$ cat src/rtl/dual_counter_pkg.sv
package dual_counter_pkg;
  typedef struct packed {
    logic incr;
    logic decr;
    logic load;
  } ctlStrobes_t;
endpackage

$ cat src/rtl/dual_counter_ctrl.sv
module dual_counter_ctrl
  import dual_counter_pkg::*;
#(
  parameter int SYNC_STAGES = 2
) (
  input  logic        clk,
  input  logic        clrIn,
  input  logic        upIn,
  input  logic        downIn,
  input  logic        loadN,
  output ctlStrobes_t strobes,
  output logic        upLvl,
  output logic        downLvl
);
  localparam int NCHAN = 2;
  localparam int LAST = SYNC_STAGES - 1;

  logic [NCHAN-1:0] rawIn;
  logic [NCHAN-1:0] lvl;
  logic [NCHAN-1:0] edgeSeen;

  assign rawIn = {downIn, upIn};

  // One synchronizer and one edge detector per count input.
  for (genvar c = 0; c < NCHAN; c++) begin : g_chan
    logic [SYNC_STAGES-1:0] pipe;
    logic prevLvl;

    always_ff @(posedge clk or posedge clrIn) begin
      if (clrIn) begin
        pipe    <= '1;
        prevLvl <= 1'b1;
      end else begin
        pipe    <= {pipe[SYNC_STAGES-2:0], rawIn[c]};
        prevLvl <= pipe[LAST];
      end
    end

    assign lvl[c]      = pipe[LAST];
    assign edgeSeen[c] = pipe[LAST] & ~prevLvl;
  end

  assign upLvl   = lvl[0];
  assign downLvl = lvl[1];

  always_comb begin
    strobes.load = ~loadN;
    strobes.incr = edgeSeen[0] & ~edgeSeen[1] & lvl[1] & loadN;
    strobes.decr = edgeSeen[1] & ~edgeSeen[0] & lvl[0] & loadN;
  end
endmodule

$ cat src/rtl/dual_counter_dp.sv
module dual_counter_dp
  import dual_counter_pkg::*;
#(
  parameter int WIDTH = 4
) (
  input  logic             clk,
  input  logic             clrIn,
  input  ctlStrobes_t      strobes,
  input  logic [WIDTH-1:0] dataIn,
  input  logic             upLvl,
  input  logic             downLvl,
  output logic [WIDTH-1:0] countOut,
  output logic             carryN,
  output logic             borrowN
);
  localparam logic [WIDTH-1:0] TOP = '1;
  localparam logic [WIDTH-1:0] ONE = WIDTH'(1);

  logic [WIDTH-1:0] stateReg;

  always_ff @(posedge clk or posedge clrIn) begin
    if (clrIn)             stateReg <= '0;
    else if (strobes.load) stateReg <= dataIn;
    else if (strobes.incr) stateReg <= stateReg + ONE;
    else if (strobes.decr) stateReg <= stateReg - ONE;
  end

  // Clear and preset reach the output without waiting for a clock edge.
  always_comb begin
    if (clrIn)             countOut = '0;
    else if (strobes.load) countOut = dataIn;
    else                   countOut = stateReg;
  end

  assign carryN  = ~((countOut == TOP) & ~upLvl);
  assign borrowN = ~((countOut == '0) & ~downLvl);
endmodule

$ cat src/rtl/dual_input_counter.sv
module dual_input_counter
  import dual_counter_pkg::*;
#(
  parameter int WIDTH       = 4,
  parameter int SYNC_STAGES = 2
) (
  input  logic             clk,
  input  logic             clrIn,
  input  logic             upIn,
  input  logic             downIn,
  input  logic             loadN,
  input  logic [WIDTH-1:0] dataIn,
  output logic [WIDTH-1:0] countOut,
  output logic             carryN,
  output logic             borrowN
);
  ctlStrobes_t strobes;
  logic        upLvl;
  logic        downLvl;

  dual_counter_ctrl #(.SYNC_STAGES(SYNC_STAGES)) u_ctrl (
    .clk(clk), .clrIn(clrIn), .upIn(upIn), .downIn(downIn), .loadN(loadN),
    .strobes(strobes), .upLvl(upLvl), .downLvl(downLvl)
  );

  dual_counter_dp #(.WIDTH(WIDTH)) u_dp (
    .clk(clk), .clrIn(clrIn), .strobes(strobes), .dataIn(dataIn),
    .upLvl(upLvl), .downLvl(downLvl),
    .countOut(countOut), .carryN(carryN), .borrowN(borrowN)
  );
endmodule

$ cat config.mk
export PLATFORM = sky130hd
export DESIGN_NAME = dual_input_counter
export DESIGN_NICKNAME = d
export VERILOG_FILES = /design/src/rtl/dual_counter_pkg.sv /design/src/rtl/dual_counter_ctrl.sv /design/src/rtl/dual_counter_dp.sv /design/src/rtl/dual_input_counter.sv
export SDC_FILE = /design/constraint.sdc
export NUM_CORES = 1
export LEC_CHECK = 0
export BUFFER_PORTS_ARGS = -buffer_cell sky130_fd_sc_hd__buf_2
export CORE_MARGIN = 2
export CORE_UTILIZATION = 43
export CTS_CLUSTER_DIAMETER = 40
export CTS_CLUSTER_SIZE = 30
export DETAILED_ROUTE_END_ITERATION = 10
export PLACE_DENSITY_LB_ADDON = 0.2
export SLEW_MARGIN = 25
export SYNTH_ARGS = -nofsm -noshare
export SYNTH_HDL_FRONTEND = slang
export SYNTH_SLANG_ARGS = --single-unit
$ cat constraint.sdc
create_clock -name clk -period 1.7 [get_ports clk]
set_clock_uncertainty 0.15 [all_clocks]
set_input_delay 0.17 -clock clk [delete_from_list [all_inputs] [get_ports clk]]
set_output_delay 0.17 -clock clk [all_outputs]
set_load 0.02 [all_outputs]
=== After elaboration in Yosys (flattened, before gate mapping) ===
Index checks and enable logic that the tools add are counted.

* Input bits: 9
* Bits in writable memories: 0
* Bits in registers: 10
* Logic and storage cells: 33
* Bits in latches: 0
* Memories kept: 0
* Bits in read-only memories: 0

* $add $sub $neg: 2
* Multiplexer cells: 5
* Reduce and logical (&&, ||, !) cells: 1
* Multipliers: 0
* Shifts and indexed selects: 0
* Magnitude comparators: 0
* Bitwise logic cells: 18
* Div/mod/pow operators: 0
* Equality and inequality tests: 2

{| class="wikitable"
|+ Operator list
! cell !! count
|-
| 2-to-1 mux 4 bit || 5
|-
| AND 1 bit || 10
|-
| inverter 1 bit || 8
|-
| adder 4 x 1 -> 4 bit, second input constant || 1
|-
| == test 4 bit, second input constant || 1
|-
| logical NOT 4 bit || 1
|-
| subtractor 4 x 1 -> 4 bit, second input constant || 1
|-
| != test 3 x 1 -> 1 bit, second input constant || 1
|}

=== Longest topological paths before layout ===
Gate-level depths: netlist (run 1).

* Depth after elaboration: 9
* Gate-level depth with buffers: 7

=== By module ===
A second synthesis (run 1) with hierarchy kept.

* Cell total of the unflattened synthesis: 61
* Area, all modules: 621.8 um^2

{| class="wikitable"
|+ By module, submodules not included
! module !! instances !! sequential area each (um^2) !! area each (um^2) !! cells each
|-
| dual_counter_dp || 1 || 100.1 || 421.7 || 50
|-
| dual_counter_ctrl || 1 || 157.7 || 200.2 || 11
|}

=== Worst setup path before layout (run 1) ===
No wires, ideal clock.

* Kind: reg-to-reg
* From: register u_ctrl.g_chan[0].pipe[1]
* To: register u_dp.stateReg[2]
* Stages on the path, launching flop included: 7
* Required time: 1427 ps
* Setup slack: -135 ps
* Buffers on the path: 0
* Arrival: 1562 ps
* Cell sequence: dfstp_2 and4b_2 nand2_1 fa_1 xor2_1 mux2i_1 o21ai_1

* Word-level cells in the longest chain between the ends: 6

{| class="wikitable"
|+ Ends and longest elaborated chain
! what !! line !! text
|-
| start: declaration || dual_counter_ctrl.sv:26 || <nowiki>logic [SYNC_STAGES-1:0] pipe;</nowiki>
|-
| start signal: assignment || dual_counter_ctrl.sv:34 || <nowiki>pipe <= {pipe[SYNC_STAGES-2:0], rawIn[c]};</nowiki>
|-
| AND 1 bit || dual_counter_ctrl.sv:40 || <nowiki>assign edgeSeen[c] = pipe[LAST] & ~prevLvl;</nowiki>
|-
| inverter 1 bit or AND 1 bit (tied branches) || dual_counter_ctrl.sv:49, dual_counter_ctrl.sv:48 ||
|-
| AND 1 bit, on equally long branches (2 in series) || dual_counter_ctrl.sv:49, dual_counter_ctrl.sv:48 ||
|-
| AND 1 bit or 2-to-1 mux 4 bit (tied branches) || dual_counter_ctrl.sv:49, dual_counter_dp.sv:24 ||
|-
| != test 3 x 1 -> 1 bit (no source line) or 2-to-1 mux 4 bit (tied branches) || -- ||
|-
| end signal: assignment || dual_counter_dp.sv:23 || <nowiki>else if (strobes.load) stateReg <= dataIn;</nowiki>
|-
| end signal: assignment || dual_counter_dp.sv:24 || <nowiki>else if (strobes.incr) stateReg <= stateReg + ONE;</nowiki>
|-
| end signal: assignment || dual_counter_dp.sv:25 || <nowiki>else if (strobes.decr) stateReg <= stateReg - ONE;</nowiki>
|-
| end: declaration || dual_counter_dp.sv:19 || <nowiki>logic [WIDTH-1:0] stateReg;</nowiki>
|}

Several ways; a longest one is shown, not always the timed one.
A chain may end at the register's enable or synchronous reset.

=== Worst setup path after layout (run 1) ===
* From: register u_ctrl.g_chan[1].prevLvl
* To: register u_dp.stateReg[2]

* Word-level cells in the longest chain between the ends: 8

{| class="wikitable"
|+ Ends and longest elaborated chain
! what !! line !! text
|-
| start: declaration || dual_counter_ctrl.sv:27 || <nowiki>logic prevLvl;</nowiki>
|-
| start signal: assignment || dual_counter_ctrl.sv:35 || <nowiki>prevLvl <= pipe[LAST];</nowiki>
|-
| inverter 1 bit * || dual_counter_ctrl.sv:40 ||
|-
| AND 1 bit * || dual_counter_ctrl.sv:40 ||
|-
| inverter 1 bit || dual_counter_ctrl.sv:48 || <nowiki>strobes.incr = edgeSeen[0] & ~edgeSeen[1] & lvl[1] & loadN;</nowiki>
|-
| AND 1 bit (3 in series) || dual_counter_ctrl.sv:48 ||
|-
| 2-to-1 mux 4 bit || dual_counter_dp.sv:24 ||
|-
| 2-to-1 mux 4 bit || dual_counter_dp.sv:23 ||
|}

Every way passes the cells marked *; elsewhere a longest branch is shown, timed or not.

==> summary.md, run 1 <==
| Metric | Value |
|---|---|
| Crit path launch | u_ctrl.g_chan[1].prevLvl |
| GRT overflow | 0 |
| Routing usage on met3 | 5.98% |
| Post-synthesis mux area share | 6.87% |
| Synthesized flop and latch total | 10 |
| Synth Warn # | 0 |
| Cell variety after synth | 27 |
| R2r endpoint | u_dp.stateReg[2] |
| Post-synthesis adder-cell area fraction | 7.73% |
| Final hold vios | 0 |
| Sequential area share after synthesis | 44.2% |
| Die W | 40.8 um |
| Post-route minimum period | 1.84 ns |
| Syn Nets | 72 |
| Crit Path Category | flip-flop to flip-flop |
| Post-Synth Simple-Gate Area | 24.0% |
| Met1 GRT Util | 23.6% |
| Clock Latency Late Sink | 0.27 ns |
| Status | complete, but fails checks |
| Rel. slew slack | 73.7% |
| TritonCTS clock tree | done |
| Yosys top cell area share | 27.0% |
| Worst-Margin Slew | 0.394 ns |
| 1st-iter DRT viols | 9 |
| CP Max Fanout | 3 |
| Inserted Clock Buffers | 3 |
| CP endpoint kind | flip-flop |
| Cell Area, Synth | 583 um^2 |
| Clock buffer depth | 2 |
| Critical path required time | 1.71 ns |
| Routed length per instance | 13.5 um |
| Antenna viol nets, final | 0 |
| Compound-cell area share of the yosys netlist | 8.15% |
| Drt first pass iters | 4 |
| DRC viols | 0 |
| Htree depth | 1 |
| Fin util | 62.5% |
| Worst r2r src | u_ctrl.g_chan[1].prevLvl |
| Unrepaired setup endpoints after global routing | yes |
| Commonest non-fill, non-tap cell in the layout | buf_2 |
| Clock transition at path regs | 0.08 ns |
| PwrDens | 836 nW/um^2 |
| Most frequent cells in the layout | buf_2, nor2_1, buf_4, dfstp_2 |
| Initial antenna violation count | 0 |
| DIE HEIGHT | 40.8 um |
| Via density | 5.33 |
| Avg Synthesized Cell Area | 9.72 um^2 |
| Std cell rows | 13 |
| Synth area leader | dfstp_2 |
| Diode count | 0 |
| WL final | 1350 um |
| Min-delay worst type | input port to flip-flop |
| Depth of the worst register-to-register path | 6 |
| IO buf count | 14 |
| Max-cap viol count | 0 |
| Final Cycle Share | 108% |
| Most used routing layer | met2 |
| Worst setup margin | -0.136 ns |
| Layout cells sized above 1 | 44.7% |
| Crit path arrival time | 1.85 ns |
| CP Capture Point | u_dp.stateReg[2] |
| Final Max Slew Viols | 0 |
| Final HPWL DP | 922 um |
| Core ar. | 1280 um^2 |
| Fin nets | 98 |
| Gpl congestion | 0.799 |
| Top post-synthesis cells by area | dfstp_2, dfrtp_1, mux2i_1 |
| DIE AREA | 1670 um^2 |
| Met2 usage | 32.4% |
| Via count | 533 |
| Clock sink count | 10 |
| Largest net degree at the start of global routing | 14 |
| First-pass GRT wire length | 2070 um |
| Leak Pwr | 0.367 nW |
| Area grow syn2layout | 37.8% |
| R2r setup slk | -0.14 ns |
| IO Pins | 15 |
| Post-Synth XOR/XNOR Area | 4.51% |
| Final setup fails | 4 |
| Failing checks | negative setup slack |
| Max Freq | 0.545 GHz |
| Initial Utilization | 45.4% |
| Peak supply drop | 0.000549 V |
| Fin Setup TNS | -0.462 ns |
| Total Routing Usage GR | 20.2% |
| Startpoint Class | flip-flop |
| Largest family of logic cells by synthesized area | simple AND/OR/NAND/NOR gates |
| Root Buffer | clkbuf_4 |
| Vias in the first global route | 478 |
| Gate Count Post-Synth | 60 |
report_power, final:
group	switching, mW	total (mW)	internal (mW)
clock network	0.0907	0.221	0.130
registers	0.0222	0.285	0.263
logic	0.0857	0.165	0.0796
total	0.199	0.671	0.473
final cells by class:
class | count | area [um^2]
Clock buffer | 4 | 36.3
Fill cell | 103 | 482
Inverter | 2 | 7.51
Multi-Input combinational cell | 46 | 338
Sequential cell | 10 | 258
Tap cell | 15 | 18.8
Timing Repair Buffer | 23 | 145
cell usage after synthesis (all sizes together):
cell type	count
a21oi	6
and3	1
and4b	1
buf	2
dfrtp	4
dfstp	6
fa	1
ha	2
inv	2
mux2i	4
nand2	7
nand2b	1
nand3	2
nand4	2
nand4b	1
nor2	6
nor2b	1
nor3	2
nor3b	1
nor4	1
o21ai	2
o21bai	1
or3	1
xnor2	1
xor2	2
repair_timing:
| item | 4_1_cts | 5_1_grt |
|---|---|---|
| setup endpoints to repair | 4 | 4 |
| setup buffers | 2 | 0 |
| pin swaps | 2 | 4 |
| hold buffers | 3 | 0 |
| gates resized for setup | 2 | 4 |
| endpoints found under the hold margin | 6 | 0 |
sequential cells by signal (all words and copies together) (netlist names):
signal / count
u_ctrl.g_chan.prevLvl: 2
u_ctrl.g_chan.pipe: 4
u_dp.stateReg: 4
through the flow:
stage / hold WS (ns) / instances / worst slack, ns / instance area [um^2] / power [mW]
floorplan: -0.144 / 60 / -0.0681 / 588 / 0.377
CTS: 0.0112 / 100 / -0.142 / 787 / 0.656
global route: 0.0273 / 100 / -0.210 / 803 / 0.708
global placement: 0.0870 / 91 / -0.129 / 688 / 0.422
detailed placement: 0.0833 / 91 / -0.146 / 688 / 0.423
finish: 0.00936 / 100 / -0.136 / 803 / 0.671
critical path: stages (launching register included):
cell and delay [ns]:
dfstp_2 0.53, and4b_2 0.28, nand2_4 0.08, fa_2 0.35, xor2_1 0.14, mux2i_1 0.13, o21ai_1 0.07
kinds of logic after synthesis:
kind of cell | Yosys count
AOI/OAI and AO/OA | 9
and+or+nand+nor | 27
buffers and inverters | 4
xor gates and xnor gates | 3
DFF | 10
adders and majority gates | 3
muxes | 4
worst min-delay path by stage:
stage              start               end  slack [ns]  depth (start not counted)
2_1_floorplan      clrIn  u_dp.stateReg[0]       -0.14                          1
3_3_place_gp       clrIn  u_dp.stateReg[2]        0.09                          2
3_5_place_dp       clrIn  u_dp.stateReg[1]        0.08                          2
4_1_cts        dataIn[0]  u_dp.stateReg[0]        0.01                          3
5_1_grt        dataIn[0]  u_dp.stateReg[0]        0.03                          3
6_report       dataIn[0]  u_dp.stateReg[0]       0.009                          3
per-layer routing:
metal	part of all wire (%)	wire (um)	up-vias
met5	0	0	-
met4	2.1	29	0
met3	4.9	66	7
met2	50	674	15
met1	43	581	250
li1	-	-	261
No activity file was read; power rests on OpenSTA's default activity.
==> run 2, diff against run 1 <==
- BUFFER_PORTS_ARGS: -buffer_cell sky130_fd_sc_hd__buf_2 -> not set
- DONT_BUFFER_PORTS: not set -> 1
- PLACE_DENSITY: not set -> 0.58
- PLACE_DENSITY_LB_ADDON: 0.2 -> not set
==> summary.md, run 2 (synthesized netlist as in run 1, its figures left out) <==
| Metric | Value |
|---|---|
| Status | complete, but fails checks |
| Failing checks | negative setup slack |
| CP endpoint kind | flip-flop |
| Fin nets | 91 |
| Int Pwr | 0.481 mW |
| Routing usage on met3 | 6.52% |
| Area grow syn2layout | 41.6% |
| First-pass GRT wire length | 2210 um |
| Min-delay worst type | input port to flip-flop |
| PwrDens | 812 nW/um^2 |
| Root Buffer | clkbuf_4 |
| TritonCTS clock tree | done |
| Vias in the first global route | 525 |
| Post-route minimum period | 1.82 ns |
| Met2 usage | 33.2% |
| Met1 GRT Util | 25.9% |
| Crit Path Category | flip-flop to flip-flop |
| Gpl congestion | 0.802 |
| Clock Latency Late Sink | 0.27 ns |
| Most frequent cells in the layout | dlygate4sd3_1, buf_4, nor2_1, dfstp_2, nand2_1 |
| Initial antenna violation count | 0 |
| Diode count | 0 |
| Initial Utilization | 45.4% |
| CP top delay family | flip-flops |
| Htree depth | 1 |
| Largest net degree at the start of global routing | 11 |
| Final Max Slew Viols | 0 |
| Worst-Margin Slew | 0.392 ns |
| Max Freq | 0.548 GHz |
| Startpoint Class | flip-flop |
| DP Worst Slack | -0.112 ns |
| Depth of the worst register-to-register path | 5 |
| Final setup fails | 5 |
| Fin util | 64.3% |
| Crit path arrival time | 1.87 ns |
| DRC viols | 0 |
| Switching power total | 0.189 mW |
| IO Pins | 15 |
| Switching part of the total | 28.2% |
| Critical path buffers and inverters | 0 |
| Slowest CP cell | dfstp_2 |
| IO buf count | 0 |
| Via count | 511 |
| Clock transition at path regs | 0.07 ns |
| Final hold vios | 0 |
| Routed length per instance | 15.3 um |
| Leak Pwr | 0.349 nW |
| Critical Path, Cell by Cell | and4b_2, nand2_4, fa_2, mux2i_1, a21oi_1 |
| Inserted Clock Buffers | 3 |
| WL final | 1420 um |
| Peak supply drop | 0.000504 V |
| Max-cap viol count | 0 |
| Total Routing Usage GR | 21.3% |
| Unrepaired setup endpoints after global routing | yes |
| Core ar. | 1280 um^2 |
| DIE HEIGHT | 40.8 um |
| Drt first pass iters | 4 |
| Worst setup margin | -0.124 ns |
| GRT overflow | 0 |
| Via density | 5.49 |
| Rel. slew slack | 73.8% |
| Largest regs | u_ctrl.g_chan.pipe (4), u_dp.stateReg (4), u_ctrl.g_chan.prevLvl (2) |
| DIE AREA | 1670 um^2 |
| Final HPWL DP | 946 um |
| Hold depth | 4 |
| 1st-iter DRT viols | 20 |
| WP depth | 5 |
| Final Cycle Share | 107% |
| Clock buffer depth | 2 |
| Comb pwr share | 25.0% |
| CP Max Fanout | 3 |
| Most used routing layer | met2 |
| Critical path required time | 1.75 ns |
| Clk pwr share | 32.4% |
| Die W | 40.8 um |
| PnR Total Power | 0.671 mW |
| Reg power frac | 42.7% |
| Layout cells sized above 1 | 38.5% |
| Clock sink count | 10 |
| Worst path max stage delay | 0.53 ns |
| Std cell rows | 13 |
| Antenna viol nets, final | 0 |
[run 2: cell count changes in the layout (fill, tap and decap cells not counted), sizes merged]
cell | previous run | this run
buf | 20 | 8
dlygate4sd3 | 3 | 8
[run 2: timing repair]
action                                  CTS  global route
buffers inserted                          2             1
endpoints found under the hold margin    16             0
hold buffers                              8             0
pin swaps                                 4             6
gates resized for setup                   3             8
endpoints found under the setup margin    4             7
[run 2: through the flow]
stage / area, um^2 / std cells / TNS [ns] / hold slack [ns]
after floorplan: 588 / 60 / -0.202 / -0.144
after global placement: 626 / 78 / -0.318 / -0.0915
after detailed placement: 626 / 78 / -0.327 / -0.0896
after CTS: 774 / 92 / -0.586 / 0.0425
after global routing: 826 / 93 / -0.778 / 0.0915
final: 826 / 93 / -0.386 / 0.0400
[run 2: path summary, 6_finish.rpt]
check / start / end / slack (ns)
max: u_ctrl.g_chan[0].pipe[1] / u_dp.stateReg[1] / -0.12
min: loadN / u_dp.stateReg[3] / 0.04
max reg2reg: u_ctrl.g_chan[0].pipe[1] / u_dp.stateReg[1] / -0.12
min reg2reg: u_ctrl.g_chan[0].pipe[0] / u_ctrl.g_chan[0].pipe[1] / 0.21
max in group asynchronous: clrIn / u_ctrl.g_chan[0].pipe[0] / 0.91
min in group asynchronous: clrIn / u_dp.stateReg[1] / 0.16
[run 2: power by group through the flow]
stage | Combinational, mW | Clock, mW | Sequential [mW]
6_report | 0.167 | 0.217 | 0.286
5_1_grt | 0.188 | 0.229 | 0.290
3_3_place_gp | 0.110 | 0 | 0.289
3_5_place_dp | 0.109 | 0 | 0.290
4_1_cts | 0.144 | 0.222 | 0.284
2_1_floorplan | 0.0921 | 0 | 0.285
[run 2: cell type report]
type / count / area, um^2
Sequential cell: 10 / 258
Tap cell: 15 / 18.8
Multi-Input combinational cell: 46 / 365
Timing Repair Buffer: 16 / 140
Clock buffer: 4 / 36.3
Fill cell: 102 / 459
Inverter: 2 / 7.51
[run 2: per-layer routing]
metal / wire, um / up-vias
li1: - / 246
met2: 715 / 12
met4: 33 / 0
met5: 0 / -
met3: 52 / 4
met1: 619 / 249
[run 2: worst min-delay path, cell delays in order]
cell,delay [ns]
nand2b_4,0.04
nor2_1,0.08
o21bai_1,0.07
nand3_1,0.06
==> run 3, diff against run 2 <==
- GPL_TIMING_DRIVEN: not set -> 0
==> summary.md, run 3 (synthesized netlist as in run 1, its figures left out) <==
| Metric | Value |
|---|---|
| Fin Setup TNS | -0.371 ns |
| Unrepaired setup endpoints after global routing | yes |
| Max-cap viol count | 0 |
| Layout cells sized above 1 | 32.5% |
| Routed length per instance | 13.8 um |
| GRT overflow | 0 |
| Initial Utilization | 45.4% |
| WL final | 1270 um |
| Final HPWL DP | 890 um |
| Vias in the first global route | 499 |
| Std cell rows | 13 |
| Htree depth | 1 |
| Int Pwr | 0.465 mW |
| Final Max Slew Viols | 0 |
| Leak Pwr | 0.337 nW |
| Post-route minimum period | 1.83 ns |
| Switching power total | 0.170 mW |
| Final setup fails | 4 |
| Worst path max stage delay | 0.53 ns |
| Drt first pass iters | 3 |
| Worst r2r src | u_ctrl.g_chan[1].prevLvl |
| Min-delay worst type | input port to flip-flop |
| Clk pwr share | 32.7% |
| Total Routing Usage GR | 21.0% |
| Crit path arrival time | 1.87 ns |
| Initial antenna violation count | 0 |
| Slowest CP cell | dfstp_2 |
| Switching part of the total | 26.8% |
| Failing checks | negative setup slack |
| First-pass GRT wire length | 2200 um |
| Area grow syn2layout | 34.5% |
| PwrDens | 810 nW/um^2 |
| 1st-iter DRT viols | 10 |
| IO Pins | 15 |
| DP Worst Slack | -0.203 ns |
| DRC viols | 0 |
| Largest regs | u_ctrl.g_chan.pipe (4), u_dp.stateReg (4), u_ctrl.g_chan.prevLvl (2) |
| Largest net degree at the start of global routing | 11 |
| Critical Path, Cell by Cell | and4b_2, nand2_4, fa_2, mux2i_1, a21oi_1 |
| DIE AREA | 1670 um^2 |
| Via density | 5.32 |
| Peak supply drop | 0.000648 V |
| Core ar. | 1280 um^2 |
| Critical path required time | 1.73 ns |
| Startpoint Class | flip-flop |
| Fill cells | 110 |
| Diode count | 0 |
| Gpl congestion | 0.705 |
| IO buf count | 0 |
| Clock transition at path regs | 0.06 ns |
| Clock Latency Late Sink | 0.26 ns |
| Crit path launch | u_ctrl.g_chan[1].prevLvl |
| Antenna viol nets, final | 0 |
| Rel. slew slack | 68.8% |
| Crit Path Category | flip-flop to flip-flop |
| Final hold vios | 0 |
| Placed cell count | 75 |
| Via count | 489 |
| Die W | 40.8 um |
| Fin nets | 90 |
| TritonCTS clock tree | done |
| Worst setup margin | -0.133 ns |
| Hold_sp | loadN |
| Clock sink count | 10 |
| Clock buffer depth | 2 |
| Root Buffer | clkbuf_4 |
| CP endpoint kind | flip-flop |
| Finished Layout Cells | 92 |
| Status | complete, but fails checks |
| CP Max Fanout | 3 |
| Inserted Clock Buffers | 3 |
| Final Cycle Share | 108% |
| Comb pwr share | 22.4% |
| Most frequent cells in the layout | buf_4, dlygate4sd3_1, nand2_1, a21oi_1, dfstp_2 |
| Reg power frac | 44.9% |
| Worst-Margin Slew | 0.469 ns |
| DIE HEIGHT | 40.8 um |
| Max Freq | 0.545 GHz |
[run 3: what timing repair did]
| item | in CTS | in global routing |
|---|---|---|
| cloned | 0 | 0 |
| buffers inserted | 5 | 1 |
| hold endpoints to repair | 16 | 0 |
| gates resized for setup | 5 | 0 |
| setup endpoints to repair | 5 | 4 |
| pin swaps | 3 | 1 |
| hold buffers | 7 | 0 |
[run 3: worst paths after layout]
path	end	slack, ns	cells past startpoint
setup / recovery	u_dp.stateReg[1]	-0.13	5
hold / removal	u_dp.stateReg[0]	0.03	2
setup reg to reg	u_dp.stateReg[1]	-0.13	5
hold reg to reg	u_ctrl.g_chan[0].pipe[1]	0.20	0
max in group asynchronous	u_ctrl.g_chan[0].pipe[0]	0.94	2
min in group asynchronous	u_dp.stateReg[3]	0.16	2
[run 3: area by class of cell]
cell class                 count  area, um^2  area share, %
sequential                    10         259           33.0
tap                           15        18.8           2.39
inverter                       2        7.51          0.957
clock buffer                   4        36.3           4.63
multi-input combinational     46         329           41.9
timing repair buffer          13         115           14.7
buffer                         2        18.8           2.39
[run 3: power groups by stage]
stage / sequential [mW] / combinational [mW] / clock, mW
after CTS: 0.286 / 0.142 / 0.216
after detailed placement: 0.292 / 0.106 / 0
after floorplan: 0.285 / 0.0921 / 0
after global routing: 0.288 / 0.160 / 0.223
after global placement: 0.291 / 0.105 / 0
final: 0.285 / 0.143 / 0.208
[run 3: per-stage QoR]
step	total power, mW	util [%]	hold slack (ns)	area, um^2
2_1_floorplan	0.377	-	-0.144	588
3_3_place_gp	0.396	47.2	-0.103	607
3_5_place_dp	0.398	47.2	-0.102	607
4_1_cts	0.645	60.5	0.0173	777
5_1_grt	0.671	61.1	0.0530	785
6_report	0.636	61.1	0.0327	785
[run 3: worst max-delay path, delay by kind of cell (launching register included)]
| kind | cells | cell delay [ns] |
|---|---|---|
| adders and majority gates | 1 | 0.52 |
| AOI/OAI and AO/OA | 1 | 0.14 |
| muxes | 1 | 0.06 |
| and+or+nand+nor | 2 | 0.36 |
| DFF | 1 | 0.53 |
[run 3: layer usage]
| layer | part of all wire [%] | GRT usage, % | routed length (um) | vias up |
|---|---|---|---|---|
| met5 | 0 | 0 | 0 | - |
| met4 | 0.55 | 7.50 | 7 | 0 |
| met3 | 5.4 | 8.70 | 69 | 2 |
| met2 | 51 | 31.6 | 655 | 11 |
| met1 | 42 | 26.7 | 538 | 232 |
| li1 | - | - | - | 244 |
